### src/rtl/clkroot_pkg.sv
package clkroot_pkg;

  // Word indices on the bus (byte offset / 4)
  localparam int unsigned W_CMD = 0;
  localparam int unsigned W_CFG = 1;
  localparam int unsigned W_M   = 2;
  localparam int unsigned W_N   = 3;
  localparam int unsigned W_D   = 4;

  typedef enum logic [1:0] {
    UPD_IDLE   = 2'd0,
    UPD_COMMIT = 2'd1,
    UPD_ACK    = 2'd2
  } upd_state_e;

  // Build the configuration read word from its fields.
  function automatic logic [31:0] pack_cfg(input logic [7:0] div,
                                           input logic [2:0] src,
                                           input logic [1:0] mode);
    return {18'b0, mode, 1'b0, src, div};
  endfunction

  // Shadow write strobes are ordered {D,N,M,CFG}; pending flags are
  // ordered {D,M,N,CFG} (command bits 7..4).
  function automatic logic [3:0] wr_to_pending(input logic [3:0] wr);
    return {wr[3], wr[1], wr[2], wr[0]};
  endfunction

endpackage

### src/rtl/clkroot_shadow_bank.sv
module clkroot_shadow_bank #(
  parameter int unsigned DIV_W = 5,
  parameter int unsigned MND_W = 8
) (
  input  logic                   clk,
  input  logic                   rst_n,
  input  logic [3:0]             wr_i,      // 0 cfg, 1 M, 2 N, 3 D
  input  logic [31:0]            wdata_i,
  output logic [DIV_W-1:0]       div_o,
  output logic [2:0]             src_o,
  output logic [1:0]             mode_o,
  output logic [2:0][MND_W-1:0]  mnd_o      // 0 M, 1 N, 2 D
);

  localparam logic [31:0] MND_MASK = (32'(1) << MND_W) - 32'(1);
  localparam logic [31:0] DIV_MASK = (32'(1) << DIV_W) - 32'(1);
  localparam logic [31:0] USED     = MND_MASK | DIV_MASK | 32'h0000_3700;

  logic unused_wdata;
  assign unused_wdata = ^(wdata_i & ~USED);

  always_ff @(posedge clk or negedge rst_n) begin
    if (!rst_n) begin
      div_o  <= '0;
      src_o  <= '0;
      mode_o <= '0;
    end else if (wr_i[0]) begin
      div_o  <= wdata_i[DIV_W-1:0];
      src_o  <= wdata_i[10:8];
      mode_o <= wdata_i[13:12];
    end
  end

  for (genvar g = 0; g < 3; g++) begin : g_mnd
    logic [MND_W-1:0] q;
    always_ff @(posedge clk or negedge rst_n) begin
      if (!rst_n)           q <= '0;
      else if (wr_i[g + 1]) q <= wdata_i[MND_W-1:0];
    end
    assign mnd_o[g] = q;
  end

endmodule

### src/rtl/clkroot_dirty_track.sv
module clkroot_dirty_track #(
  parameter int unsigned NREG = 4
) (
  input  logic            clk,
  input  logic            rst_n,
  input  logic [NREG-1:0] set_i,
  input  logic            clr_i,
  output logic [NREG-1:0] dirty_o
);

  always_ff @(posedge clk or negedge rst_n) begin
    if (!rst_n) dirty_o <= '0;
    else        dirty_o <= (dirty_o & ~{NREG{clr_i}}) | set_i;
  end

  // a write on the commit edge keeps its flag
  a_r6_set_survives_clear: assert property (@(posedge clk) disable iff (!rst_n)
    (set_i != '0) |=> ((dirty_o & $past(set_i)) == $past(set_i)));

  // a commit with no coincident write leaves nothing pending
  a_r4_clear_all: assert property (@(posedge clk) disable iff (!rst_n)
    (clr_i && set_i == '0) |=> (dirty_o == '0));

endmodule

### src/rtl/clkroot_update_ctrl.sv
module clkroot_update_ctrl
  import clkroot_pkg::*;
(
  input  logic clk,
  input  logic rst_n,
  input  logic req_i,
  output logic busy_o,
  output logic commit_o
);

  upd_state_e st;

  always_ff @(posedge clk or negedge rst_n) begin
    if (!rst_n) st <= UPD_IDLE;
    else begin
      unique case (st)
        UPD_IDLE:   if (req_i) st <= UPD_COMMIT;
        UPD_COMMIT: st <= UPD_ACK;
        UPD_ACK:    st <= UPD_IDLE;
        default:    st <= UPD_IDLE;
      endcase
    end
  end

  assign busy_o   = (st != UPD_IDLE);
  assign commit_o = (st == UPD_COMMIT);

  // an accepted request commits on the next edge
  a_r4_req_commits: assert property (@(posedge clk) disable iff (!rst_n)
    (req_i && !busy_o) |=> commit_o);

  // update bit stays up one cycle past the commit, then drops
  a_r5_bit_drops: assert property (@(posedge clk) disable iff (!rst_n)
    commit_o |=> (busy_o && !commit_o) ##1 !busy_o);

endmodule

### src/rtl/clkroot_active_bank.sv
module clkroot_active_bank #(
  parameter int unsigned DIV_W = 5,
  parameter int unsigned MND_W = 8
) (
  input  logic                  clk,
  input  logic                  rst_n,
  input  logic                  load_i,
  input  logic [DIV_W-1:0]      div_i,
  input  logic [2:0]            src_i,
  input  logic [1:0]            mode_i,
  input  logic [2:0][MND_W-1:0] mnd_i,
  output logic [DIV_W-1:0]      div_o,
  output logic [2:0]            src_o,
  output logic [1:0]            mode_o,
  output logic [2:0][MND_W-1:0] mnd_o
);

  // Reset state: bypass mode, pre-divider field 0 (divide by one)
  always_ff @(posedge clk or negedge rst_n) begin
    if (!rst_n) begin
      div_o  <= '0;
      src_o  <= '0;
      mode_o <= '0;
      mnd_o  <= '0;
    end else if (load_i) begin
      div_o  <= div_i;
      src_o  <= src_i;
      mode_o <= mode_i;
      mnd_o  <= mnd_i;
    end
  end

  // generator settings move only on a commit
  a_r2_hold_outside_commit: assert property (@(posedge clk) disable iff (!rst_n)
    !load_i |=> $stable({div_o, src_o, mode_o, mnd_o}));

endmodule

### src/rtl/clkroot_cfg_regs.sv
module clkroot_cfg_regs
  import clkroot_pkg::*;
#(
  parameter int unsigned DIV_W  = 5,   // 1..8
  parameter int unsigned MND_W  = 8,   // 1..32
  parameter int unsigned ADDR_W = 5
) (
  input  logic              clk,
  input  logic              rst_n,
  input  logic              bus_wr_en,
  input  logic [ADDR_W-1:0] bus_addr,
  input  logic [31:0]       bus_wdata,
  output logic [31:0]       bus_rdata,
  input  logic              root_off_i,
  output logic              root_en_o,
  output logic [DIV_W-1:0]  act_prediv_o,
  output logic [2:0]        act_src_o,
  output logic [1:0]        act_mode_o,
  output logic [MND_W-1:0]  act_m_o,
  output logic [MND_W-1:0]  act_n_o,
  output logic [MND_W-1:0]  act_d_o
);

  localparam int unsigned WORD_W = ADDR_W - 2;

  logic [WORD_W-1:0] word;
  logic              unused_addr_lsb;
  assign word            = bus_addr[ADDR_W-1:2];
  assign unused_addr_lsb = ^bus_addr[1:0];

  // ---------------- decode ----------------
  logic       wr_cmd;
  logic [3:0] sh_wr;       // 0 cfg, 1 M, 2 N, 3 D
  assign wr_cmd = bus_wr_en && (word == WORD_W'(W_CMD));
  for (genvar g = 0; g < 4; g++) begin : g_dec
    assign sh_wr[g] = bus_wr_en && (word == WORD_W'(W_CFG + g));
  end

  // ---------------- update handshake ----------------
  logic upd_req, upd_busy, commit;
  assign upd_req = wr_cmd && bus_wdata[0];

  clkroot_update_ctrl u_upd (
    .clk      (clk),
    .rst_n    (rst_n),
    .req_i    (upd_req),
    .busy_o   (upd_busy),
    .commit_o (commit)
  );

  // ---------------- shadow set ----------------
  logic [DIV_W-1:0]      sh_div;
  logic [2:0]            sh_src;
  logic [1:0]            sh_mode;
  logic [2:0][MND_W-1:0] sh_mnd;

  clkroot_shadow_bank #(.DIV_W(DIV_W), .MND_W(MND_W)) u_shadow (
    .clk     (clk),
    .rst_n   (rst_n),
    .wr_i    (sh_wr),
    .wdata_i (bus_wdata),
    .div_o   (sh_div),
    .src_o   (sh_src),
    .mode_o  (sh_mode),
    .mnd_o   (sh_mnd)
  );

  // ---------------- pending flags ----------------
  logic [3:0] pending;

  clkroot_dirty_track #(.NREG(4)) u_dirty (
    .clk     (clk),
    .rst_n   (rst_n),
    .set_i   (wr_to_pending(sh_wr)),
    .clr_i   (commit),
    .dirty_o (pending)
  );

  // ---------------- active set ----------------
  logic [2:0][MND_W-1:0] act_mnd;

  clkroot_active_bank #(.DIV_W(DIV_W), .MND_W(MND_W)) u_active (
    .clk    (clk),
    .rst_n  (rst_n),
    .load_i (commit),
    .div_i  (sh_div),
    .src_i  (sh_src),
    .mode_i (sh_mode),
    .mnd_i  (sh_mnd),
    .div_o  (act_prediv_o),
    .src_o  (act_src_o),
    .mode_o (act_mode_o),
    .mnd_o  (act_mnd)
  );

  assign act_m_o = act_mnd[0];
  assign act_n_o = act_mnd[1];
  assign act_d_o = act_mnd[2];

  // ---------------- root enable ----------------
  always_ff @(posedge clk or negedge rst_n) begin
    if (!rst_n)      root_en_o <= 1'b0;
    else if (wr_cmd) root_en_o <= bus_wdata[1];
  end

  // ---------------- read mux ----------------
  always_comb begin
    unique case (word)
      WORD_W'(W_CMD): bus_rdata = {root_off_i, 23'b0, pending, 2'b0, root_en_o, upd_busy};
      WORD_W'(W_CFG): bus_rdata = pack_cfg(8'(sh_div), sh_src, sh_mode);
      WORD_W'(W_M):   bus_rdata = 32'(sh_mnd[0]);
      WORD_W'(W_N):   bus_rdata = 32'(sh_mnd[1]);
      WORD_W'(W_D):   bus_rdata = 32'(sh_mnd[2]);
      default:        bus_rdata = '0;
    endcase
  end

  // ---------------- assertions ----------------
  // the commit copies the shadow values of the cycle before, all at once
  a_r4_atomic_copy: assert property (@(posedge clk) disable iff (!rst_n)
    commit |=> (act_m_o == $past(sh_mnd[0]) && act_n_o == $past(sh_mnd[1]) &&
                act_d_o == $past(sh_mnd[2]) && act_prediv_o == $past(sh_div) &&
                act_src_o == $past(sh_src) && act_mode_o == $past(sh_mode)));

  // a configuration write raises the configuration flag
  a_r3_cfg_flag: assert property (@(posedge clk) disable iff (!rst_n)
    sh_wr[0] |=> pending[0]);

  // root enable follows the written bit
  a_r7_enable_follows: assert property (@(posedge clk) disable iff (!rst_n)
    wr_cmd |=> (root_en_o == $past(bus_wdata[1])));

endmodule

### config.mk
export PLATFORM = sky130hd
export DESIGN_NAME = clkroot_cfg_regs
export DESIGN_NICKNAME = d
export VERILOG_FILES = /design/src/rtl/clkroot_pkg.sv /design/src/rtl/clkroot_shadow_bank.sv /design/src/rtl/clkroot_dirty_track.sv /design/src/rtl/clkroot_update_ctrl.sv /design/src/rtl/clkroot_active_bank.sv /design/src/rtl/clkroot_cfg_regs.sv
export SDC_FILE = /design/constraint.sdc
export NUM_CORES = 1
export LEC_CHECK = 0
export BUFFER_PORTS_ARGS = -buffer_cell sky130_fd_sc_hd__buf_2
export CAP_MARGIN = 0
export CORE_ASPECT_RATIO = 1.5
export CORE_MARGIN = 3
export CORE_UTILIZATION = 39
export DETAILED_ROUTE_END_ITERATION = 8
export GPL_TIMING_DRIVEN = 0
export HOLD_SLACK_MARGIN = 0.05
export PLACE_DENSITY = 0.65
export SYNTH_ARGS = -nofsm -noshare
export SYNTH_HDL_FRONTEND = slang
export SYNTH_SLANG_ARGS = --single-unit
export TNS_END_PERCENT = 20
### constraint.sdc
create_clock -name clk -period 2.6 [get_ports clk]
set_clock_uncertainty 0.15 [all_clocks]
set_input_delay 0.52 -clock clk [delete_from_list [all_inputs] [get_ports clk]]
set_output_delay 0.52 -clock clk [all_outputs]
set_load 0.02 [all_outputs]
### Yosys cells after proc, flatten, opt, wreduce, memory -nomap -nowiden

Index checks and enable logic that the tools add are counted.

| word-level totals | value |
|---|---|
| logic and storage cells | 36 |
| output and inout port bits | 67 |
| bits of input ports | 41 |
| bits in registers | 75 |

| cells by class | value |
|---|---|
| mux-type cells | 3 |
| equality and inequality tests | 6 |
| bitwise operators | 3 |
| reductions and logical operators | 9 |

Operators with widths:

| cell | number |
|---|---|
| $pmux W32 S5 | 1 |
| $eq A3 B2 Y1 const B | 2 |
| $logic_and A1 B1 Y1 | 6 |
| $and A4 B4 Y4 | 1 |
| $not A4 Y4 | 1 |
| $or A4 B4 Y4 | 1 |
| $pmux W2 S2 | 1 |
| $eq A3 B1 Y1 const B | 1 |
| $eq A3 B3 Y1 const B | 1 |
| $logic_not A3 Y1 | 1 |
| $eq A2 B1 Y1 const B | 1 |
| $logic_not A2 Y1 | 1 |
| $mux W2 | 1 |
| $ne A2 B1 Y1 const B | 1 |
| $reduce_bool A2 Y1 | 1 |

### Longest topological paths before layout

Gate-level depths: netlist of run 1.

| logic depth | value |
|---|---|
| word-level depth | 5 |
| mapped depth | 4 |
| mapped depth without buffers | 3 |

### Modules after synthesis

From an unflattened synthesis of run 1, not the netlist that was laid out.

| second synthesis, totals | value |
|---|---|
| cells, all modules | 234 |
| area, all modules | 3,609.7 µm² |

Modules (own cells, without submodules):

| module | cells an instance | instances | area an instance (µm²) |
|---|---|---|---|
| clkroot_active_bank | 72 | 1 | 1,417.6 |
| clkroot_shadow_bank | 72 | 1 | 1,406.3 |
| clkroot_cfg_regs | 75 | 1 | 575.6 |
| clkroot_dirty_track | 9 | 1 | 133.9 |
| clkroot_update_ctrl | 6 | 1 | 76.3 |

### Worst setup path before layout of run 1

OpenSTA, ideal clock, no wires.

| timing | value |
|---|---|
| path type | input to output |
| from | input port bus_addr[2] |
| to | output port bus_rdata[31] |
| slack | 536 ps |
| buffers on the path | 0 |
| stages on the path | 2 |
| data required time | 1,930 ps |
| arrival time | 1,394 ps |
| cell sequence | or2_2 nor3b_1 |

| between the ends | value |
|---|---|
| longest elaborated chain between the ends | 2 |
| elaborated cells between the ends (all ways) | 6 |

RTL lines:

| item | line | text |
|---|---|---|
| from (decl) | clkroot_cfg_regs.sv:11 | `input logic [ADDR_W-1:0] bus_addr,` |
| $eq A3 B3 Y1 (tied with other cells) | clkroot_cfg_regs.sv:108 | `unique case (word)` |
| $pmux W32 S5 (*) | clkroot_cfg_regs.sv:108 |  |
| to (decl) | clkroot_cfg_regs.sv:13 | `output logic [31:0] bus_rdata,` |

Every way passes the cells marked *; elsewhere a longest branch is shown, timed or not.

### Final worst setup path of run 1

| timing | value |
|---|---|
| from | input port bus_addr[3] |
| to | output port bus_rdata[2] |

The elaborated chain is that of the path after synthesis.

==> results of run 1 <==
[Yosys cell counts]
library cell,instances
and3_1,1
nor2b_2,1
nor2b_1,2
and4bb_2,1
o22ai_1,4
nor4b_1,1
nand3b_1,3
a311o_1,1
nor2_2,1
a22oi_1,2
mux2i_1,9
nor3b_1,2
and2_1,5
conb_1,1
o21ai_0,2
nand2b_1,2
buf_2,6
nand2_1,6
inv_1,2
buf_4,19
buf_6,3
nand3_1,4
or2_2,1
a21o_1,5
a2111oi_0,1
clkbuf_1,1
mux2_2,68
dfrtp_1,75
nor2_1,2
nor3_1,1
and3b_1,1
o211ai_1,2
nand3_2,1
[registers in the layout (all words and copies together) (netlist names)]
register and flops:
u_active.src_o 3, u_active.mnd_o 24, u_shadow.src_o 3, u_upd.st 2, u_active.mode_o 2, u_shadow.div_o 5
root_en_o 1, u_shadow.mode_o 2, u_active.div_o 5, u_dirty.dirty_o 4, u_shadow.g_mnd.q 24
[kinds of logic (layout without fill, tap and decap cells)]
kind of cell | Yosys count | count (layout) | share of synthesized area, %
compound gates | 17 | 17 | 3.69
mux | 77 | 77 | 26.0
flops | 75 | 75 | 57.0
simple gates | 35 | 35 | 6.58
other cells | 1 | 18 | 0.114
buf+inv | 31 | 117 | 6.61
[metal layers]
metal  GRT usage [%]  routed length [um]
met3            4.12                 436
met1            18.6                2850
met4            8.35                 151
met5               0                   0
met2            27.4                3840
[power breakdown]
part | internal, mW | switching (mW) | total [mW]
Combinational | 0.428 | 0.511 | 0.939
Clock | 0.749 | 0.448 | 1.20
Sequential | 1.47 | 0.173 | 1.64
[worst reg2reg max path: stages (launching register included)]
cell      delay (ns)
dfrtp_1         0.40
nand2b_1        0.12
buf_2           0.31
mux2_2          0.38
[final timing paths]
path	start	end	slack, ns
setup / recovery	bus_addr[3]	bus_rdata[2]	0.25
hold / removal	bus_wdata[12]	u_shadow.mode_o[0]	0.27
setup reg to reg	u_upd.st[0]	u_active.mnd_o[9]	1.13
hold reg to reg	u_upd.st[1]	u_upd.st[0]	0.31
max in group asynchronous	rst_n	u_dirty.dirty_o[2]	1.33
min in group asynchronous	rst_n	u_active.mnd_o[11]	0.41
[repair_timing]
item | CTS | global route
setup buffers | 0 | 0
hold buffers | 1 | 0
hold endpoints to repair | 8 | 0
gates resized for setup | 0 | 0
[final cells by class]
class | instances | area (sq um) | area share, %
timing repair buffer | 70 | 380 | 9.14
clock buffer | 15 | 288 | 6.92
clock inverter | 1 | 5.00 | 0.120
buffer | 29 | 210 | 5.05
inverter | 2 | 7.51 | 0.180
multi-input combinational | 147 | 1260 | 30.3
tap | 105 | 131 | 3.16
sequential | 75 | 1880 | 45.1
[stage by stage]
step	cells	utilization [%]	power (mW)	worst slack [ns]	cell area, sq um
after floorplan	253	-	2.26	0.536	3360
after global placement	426	47.2	2.58	0.254	3830
after detailed placement	427	47.6	2.62	0.239	3860
after CTS	444	51.3	3.83	0.240	4160
after global routing	444	51.3	3.97	0.143	4160
final	444	51.3	3.78	0.246	4160
==> flow_summary.ini, run 1 <==
[status]
status = completed

[clock_tree]
cts_tree = built
cts.path.max_buffers = 2
clock-sinks = 75
clk_latency_ns = 0.33
cts_inserted_buffers = 9
cts-root-buf = clkbuf_16
clk_pin_slew_worst_paths_ns = 0.05
htree_levels = 3

[global_route]
overflow = 0
grt_start_max_net_pins = 68
grt_pass1_vias = 2222
grt_pass1_wl_um = 11600
antenna_found_initial = 0
grt.total_usage_pct = 16.3

[setup_path]
required_ns = 1.93
crit_chain = buf_2 > nor2b_1 > clkbuf_1 > a22oi_1 > o22ai_1 > buf_2
max_stage_delay_ns = 0.33
crit_cells = 6
cpMostUsedCell = buf_2
critPathSlowestCell = clkbuf_1
critPathBufInv = 3
ff2ff_path_depth = 3
worstSetupEndpointType = primary output
cp_top_family = buffers and inverters
cp_max_fo = 8
start_kind = input port
crit_type = in2out
cp.arrival_ns = 1.68

[sta]
setup-violations-final = 0
fmax_mhz = 425
finalSetupTns_ns = 0
fin_hold_ws_ns = 0.272
post-route-period-util_pct = 90.5
rsz0062_at_grt = no
finalCriticalPeriod_ns = 2.35
hold_viol_final = 0
drv_slew = 0

[routing]
first_pass_iters = 4
num_vias = 2109
wl_per_cell_um = 16.4
ant_nets = 0
drc = 0
drt-initial-drc-count = 77
viasPerCell = 4.75
routed_wl_um = 7280

[place]
io_buffers = 68
place.gp.congestion = 0.800
dp_hpwl_um = 5090

[synthesis]
yosys_warnings = 0
syn_inst = 236
synthTopCellsByArea = dfrtp_1 (57%), mux2_2 (23%), buf_4 (4.3%)
syn_avg_cell_area_sq_um = 13.9
synth_area_sq_um = 3290
ys_seq_elements = 75
yosysTopAreaCell = dfrtp_1
synth_cell_type_count = 33
synth_top_area_share_pct = 57.0
ys_seq_area_share_pct = 57.0

[hold_path]
hold_path_class = in2reg
min_path_cells = 2

[final_layout]
layout_commonest_cell = dfrtp_1
syn_to_final_growth_pct = 26.4
nNetsFinal = 375
antenna_cells = 0
most-common-layout-cells = dfrtp_1 (75), buf_2 (73), mux2_2 (68), buf_4 (20), conb_1 (18)
fillers = 760
drive_gt1_share_pct = 54.3

[power_and_ir_drop]
ir_drop_v = 0.000429
power.density_nw_per_um2 = 909
power_leakage_nw = 2.10

[floorplan]
rows = 40
core-area_sq_um = 8110
die_w_um = 81.0
start_util_pct = 40.6
ioPinCount = 108
die-area_sq_um = 9600
die_y_um = 119

[job]
cap_violations = 0
No activity file was read; power rests on OpenSTA's default activity.
==> run 2, diff against run 1 <==
Settings changed: ABC_AREA set to 1.
==> run 2 against run 1 <==
Sequential cell count unchanged; synthesized area increased by 3.3%; cell area increased by 1.5%; setup slack got worse by 0.031 ns; utilization decreased by 1.4 points; non-clock buffer count increased by 4; sequential share of layout area decreased by 0.68 points.
==> flow_summary.ini, run 2 <==
[synthesis]
syn_avg_cell_area_sq_um = 8.84
yosysMostFrequentCell = nand2_1
yosysTopAreaCell = dfrtp_1
yosys_most_used_dff = dfrtp_1
yosys_warnings = 0
synth-edff-count = 0
synthTopCellsByArea = dfrtp_1 (55%), nand2_1 (15%), nand3_1 (4.3%)
synthArstFlopShare_pct = 100
synth_cell_type_count = 25
synth_top_area_share_pct = 55.2
synthTopCellsByCount = nand2_1 (134), dfrtp_1 (75), inv_1 (29), nand3_1 (29)
syn_inst = 385
synth_area_sq_um = 3400
ys_seq_area_share_pct = 55.2
ys_seq_elements = 75

[power_and_ir_drop]
clockPowerShare_pct = 31.8
p_int_mw = 2.36
combPwrFrac_pct = 22.9
power_mw = 3.44
p_sw_share_pct = 31.3
ir_drop_v = 0.000487
p_sw_mw = 1.08
power.density_nw_per_um2 = 814
power_frac_seq_pct = 45.3
power_leakage_nw = 2.34

[sta]
hold_viol_final = 0
post-route-period-util_pct = 91.7
finalCriticalPeriod_ns = 2.38
worst-slew-pin-transition_ns = 0.562
setup-violations-final = 0
fin_hold_ws_ns = 0.269
rsz0062_at_grt = no
finalSetupTns_ns = 0
fmax_mhz = 419
relSlewSlack_pct = 62.5
drv_slew = 0

[setup_path]
cp_max_fo = 9
worstSetupEndpointType = primary output
ff2ff_path_depth = 6
cp.arrival_ns = 1.71
rr_startpoint = u_upd.st[1]
r2r_setup_slack_ns = 1.04
reg2reg_to = u_active.div_o[2]
crit_end = bus_rdata[1]
crit_type = in2out
startpoint = bus_addr[2]
required_ns = 1.93
start_kind = input port

[floorplan]
die_w_um = 82.3
die_y_um = 120
core-area_sq_um = 8460
die-area_sq_um = 9900
rows = 41
start_util_pct = 40.2
ioPinCount = 108

[final_layout]
drive_gt1_share_pct = 27.7
seq_area_sq_um = 1880
syn_to_final_growth_pct = 24.2
fillers = 833
layout_commonest_cell = nand2_1
fin_area_sq_um = 4220
antenna_cells = 0
nNetsFinal = 523
most-common-layout-cells = nand2_1 (134), dfrtp_1 (75), buf_2 (70), nand3_1 (29), inv_1 (29)
multiInputGateArea_sq_um = 1230
reg.largest.list = u_active.mnd_o: 24 flops, u_shadow.g_mnd.q: 24 flops

[clock_tree]
cts.path.max_buffers = 2
htree_levels = 3
cts_setup_buffers = 0
clock-sinks = 75
cts_tree = built
clk_latency_ns = 0.33
clk_pin_slew_worst_paths_ns = 0.05
cts_inserted_buffers = 9
cts-root-buf = clkbuf_16

[routing]
wl_per_cell_um = 13.9
drt-initial-drc-count = 158
drc = 0
ant_nets = 0
viasPerCell = 4.72
num_vias = 2787
routed_wl_um = 8220
first_pass_iters = 4

[place]
placed_cell_area_sq_um = 3960
dp_hpwl_um = 6320
place.gp.congestion = 0.828
io_buffers = 67

[global_route]
grt.total_usage_pct = 18.2
grt_pass1_wl_um = 13600
antenna_found_initial = 0
grt_pass1_vias = 2754
grt_start_max_net_pins = 44
overflow = 0

[hold_path]
hold_path_class = in2reg
min_path_cells = 3

[status]
status = completed

[job]
cap_violations = 0
run 2: how the worst min path moves through the flow:
stage / slack [ns] / endpoint / start
after floorplan: 0.07 / root_en_o / rst_n
after detailed placement: 0.31 / u_active.div_o[2] / u_active.div_o[2]
after global routing: 0.28 / u_shadow.g_mnd[1].q[1] / bus_wdata[1]
after CTS: 0.26 / u_shadow.g_mnd[1].q[1] / bus_wdata[1]
final: 0.27 / u_shadow.src_o[0] / bus_wdata[8]
after global placement: 0.30 / u_shadow.src_o[2] / u_shadow.src_o[2]
run 2: repair_timing:
| action | in CTS | in global routing |
|---|---|---|
| resized for setup | 0 | 0 |
| endpoints found under the hold margin | 32 | 0 |
| setup endpoints to repair | 0 | 0 |
| hold buffers | 1 | 0 |
run 2: kinds of logic after synthesis:
kind of cell	Yosys count	synth area share (%)
AOI/OAI and AO/OA	46	8.31
DFF	75	55.2
other	1	0.110
and+or+nand+nor	197	26.0
buffers and inverters	66	10.4
run 2: worst max-delay path, cell delays in order:
cell,delay (ns)
buf_2,0.16
inv_2,0.11
nor2_4,0.23
nand2_1,0.26
nor2_1,0.16
nor2_1,0.06
nand2_1,0.06
buf_2,0.16
run 2: stage by stage:
step	cells	util [%]	worst slack, ns
6_report	590	49.9	0.216
5_1_grt	590	49.9	0.0624
4_1_cts	590	49.9	0.204
3_5_place_dp	577	46.8	0.209
3_3_place_gp	576	46.5	0.207
2_1_floorplan	402	-	0.656
run 2: final cells by class:
class                   instances  share of cell area, %
multi-input cells             261                   29.2
inverters                      32                   2.84
plain buffers                  34                   5.54
well taps                     107                   3.17
flip-flops and latches         75                   44.4
repair buffers                 69                   8.71
clock buffers                  12                   6.07
run 2: power by group through the flow:
stage	sequential, mW	combinational [mW]	clock (mW)
floorplan	1.71	0.358	0
global placement	1.57	0.773	0
detailed placement	1.58	0.793	0
CTS	1.56	0.801	1.12
global route	1.60	0.879	1.14
finish	1.56	0.787	1.09
run 2: layer usage:
metal  vias to the layer above  global-route usage, %  part of all wire (%)
li1                       1381                      -                     -
met1                      1290                   21.6                    38
met2                       102                   31.0                    52
met3                        14                   3.58                   7.3
met4                         0                   7.90                   2.1
met5                         -                      0                     0
==> run 3, diff against run 2 <==
Settings changed: CAP_MARGIN 0 to 20, PLACE_DENSITY 0.65 to 0.61, SYNTH_HIERARCHICAL set to 1.
==> run 3 against run 2 <==
Sequential cell count did not move; synthesized area is 4.4% higher; synthesized cell count is 11% higher; register-to-register slack improved by 0.16 ns; critical endpoint unchanged.
==> flow_summary.ini, run 3 <==
[status]
status = completed

[routing]
wl_per_cell_um = 13.7
drc = 0
num_vias = 2953
ant_nets = 0
drt-initial-drc-count = 242
viasPerCell = 4.63
first_pass_iters = 4
routed_wl_um = 8760

[sta]
rsz0062_at_grt = no
finalSetupTns_ns = 0
setup-violations-final = 0
finalCriticalPeriod_ns = 2.23
hold_viol_final = 0
setup_slack_ns = 0.369
post-route-period-util_pct = 85.8
drv_slew = 0
fmax_mhz = 448

[floorplan]
ioPinCount = 108
die-area_sq_um = 10300
start_util_pct = 40.2
core-area_sq_um = 8830
rows = 42
die_w_um = 83.9
die_y_um = 123

[clock_tree]
clock-sinks = 75
cts_setup_buffers = 0
clk_pin_slew_worst_paths_ns = 0.05
cts_inserted_buffers = 9
cts-root-buf = clkbuf_16
holdBufCountCts = 1
cts_resized = 0
clk_latency_ns = 0.33
cts_tree = built
htree_levels = 3
cts.path.max_buffers = 2

[final_layout]
seq_area_sq_um = 1880
antenna_cells = 0
nNetsFinal = 565
fin_util_pct = 49.6
fillers = 909
most-common-layout-cells = nand2_1 (213), dfrtp_1 (75), buf_2 (66), buf_4 (23), nand3_1 (21)
multiInputGateArea_sq_um = 1290
syn_to_final_growth_pct = 23.3
layout_commonest_cell = nand2_1
reg.largest.list = u_active/mnd_o: 24 flops, u_shadow/g_mnd.q: 24 flops
drive_gt1_share_pct = 27.1
fin_cells = 638

[setup_path]
cp_max_fo = 9
cp_top_family = simple AND/OR/NAND/NOR gates
critPathSlowestCell = nor2_1
critPathBufInv = 3
crit_chain = buf_4 > inv_2 > nand3_2 > nor2_1 > nor2_1 > nand2_1 > buf_2
reg2reg_to = u_active/mnd_o[11]
start_kind = input port
max_stage_delay_ns = 0.27
cpMostUsedCell = nor2_1
rr_startpoint = u_upd/st[1]
ff2ff_path_depth = 5
required_ns = 1.93
cp.arrival_ns = 1.56
r2r_setup_slack_ns = 1.20
crit_type = in2out
worstSetupEndpointType = primary output

[synthesis]
yosysTopAreaCell = dfrtp_1
ys_seq_elements = 75
syn_inst = 429
synth_top_area_share_pct = 52.8
synth_area_sq_um = 3550
synth-edff-count = 0
synthTopCellsByArea = dfrtp_1 (53%), nand2_1 (23%), buf_4 (4.6%)
yosys_most_used_dff = dfrtp_1
synthArstFlopShare_pct = 100
yosysMostFrequentCell = nand2_1
synth_cell_type_count = 21
synthTopCellsByCount = nand2_1 (213), dfrtp_1 (75), buf_4 (22), nand3_1 (21), inv_1 (19)
syn_avg_cell_area_sq_um = 8.28
yosys_warnings = 6
ys_seq_area_share_pct = 52.8

[job]
cap_violations = 0

[global_route]
grt_use_met1_pct = 23.1
grt_pass1_vias = 2906
grt.met2_usage_pct = 29.2
busiest_layer = met2
grt.total_usage_pct = 18.2
overflow = 0
antenna_found_initial = 0
grt_pass1_wl_um = 14500
met3_usage_pct = 4.97
grt_start_max_net_pins = 65

[place]
io_buffers = 65
place_ws_ns = 0.371
dp_hpwl_um = 6620
dp_cells = 622
place.gp.congestion = 0.871

[power_and_ir_drop]
ir_drop_v = 0.000414
power_leakage_nw = 2.51
power.density_nw_per_um2 = 780

[hold_path]
hold-path-endpoint = u_shadow/src_o[2]
hold_start = bus_wdata[10]
hold_path_class = in2reg
min_path_cells = 3
[run 3: cell types whose count changed after synthesis, sizes merged]
| cell | change |
|---|---|
| nand3 | -7 |
| clkbuf | -8 |
| and3 | -1 |
| o21ai | -44 |
| nor4 | +1 |
| inv | -3 |
| nor3 | -3 |
| nand4 | +7 |
| nor2 | +6 |
| nor3b | +1 |
| nand2 | +84 |
| buf | +11 |
[run 3: kinds of logic after synthesis]
logic type	share of synthesized area [%]
AOI/OAI and AO/OA	0.282
DFF	52.8
other	0.106
and+or+nand+nor	34.2
buffers and inverters	12.6
[run 3: tightest hold or removal path, cell delays in order]
cell,delay (ns)
buf_2,0.08
nand2_1,0.04
nand2_1,0.05
[run 3: metrics by stage]
stage	cell area (sq um)	hold WS (ns)	power [mW]
2_1_floorplan	3620	0.0744	2.05
3_3_place_gp	4080	0.303	2.33
3_5_place_dp	4110	0.229	2.35
4_1_cts	4380	0.235	3.47
5_1_grt	4380	0.243	3.64
6_report	4380	0.250	3.42
[run 3: report_power, final]
group          leakage [nW]  total [mW]  switching (mW)  internal (mW)
Combinational          1.42       0.747           0.482          0.265
Sequential            0.958        1.58           0.172           1.40
Clock                 0.132        1.09           0.431          0.661
[run 3: metal layers]
layer	wire, um	up-vias
li1	-	1474
met5	0	-
met3	577	12
met2	4370	104
met4	170	0
met1	3640	1363
[run 3: worst max-delay path by stage]
stage	from	to	slack [ns]	cells past startpoint
floorplan	bus_addr[3]	bus_rdata[4]	0.69	7
global placement	bus_addr[3]	bus_rdata[1]	0.35	7
detailed placement	bus_addr[3]	bus_rdata[1]	0.37	7
CTS	bus_addr[3]	bus_rdata[1]	0.37	7
global route	bus_addr[3]	bus_rdata[1]	0.29	7
finish	bus_addr[3]	bus_rdata[1]	0.37	7
[run 3: cell type report]
class                           instances  area share, %
Buffer                                 37           7.43
Sequential cell                        75           42.8
Tap cell                              110           3.14
Timing Repair Buffer                   67           8.34
Clock buffer                           12           5.63
Inverter                               29           2.77
Multi-Input combinational cell        305           29.5
Clock inverter                          3          0.343
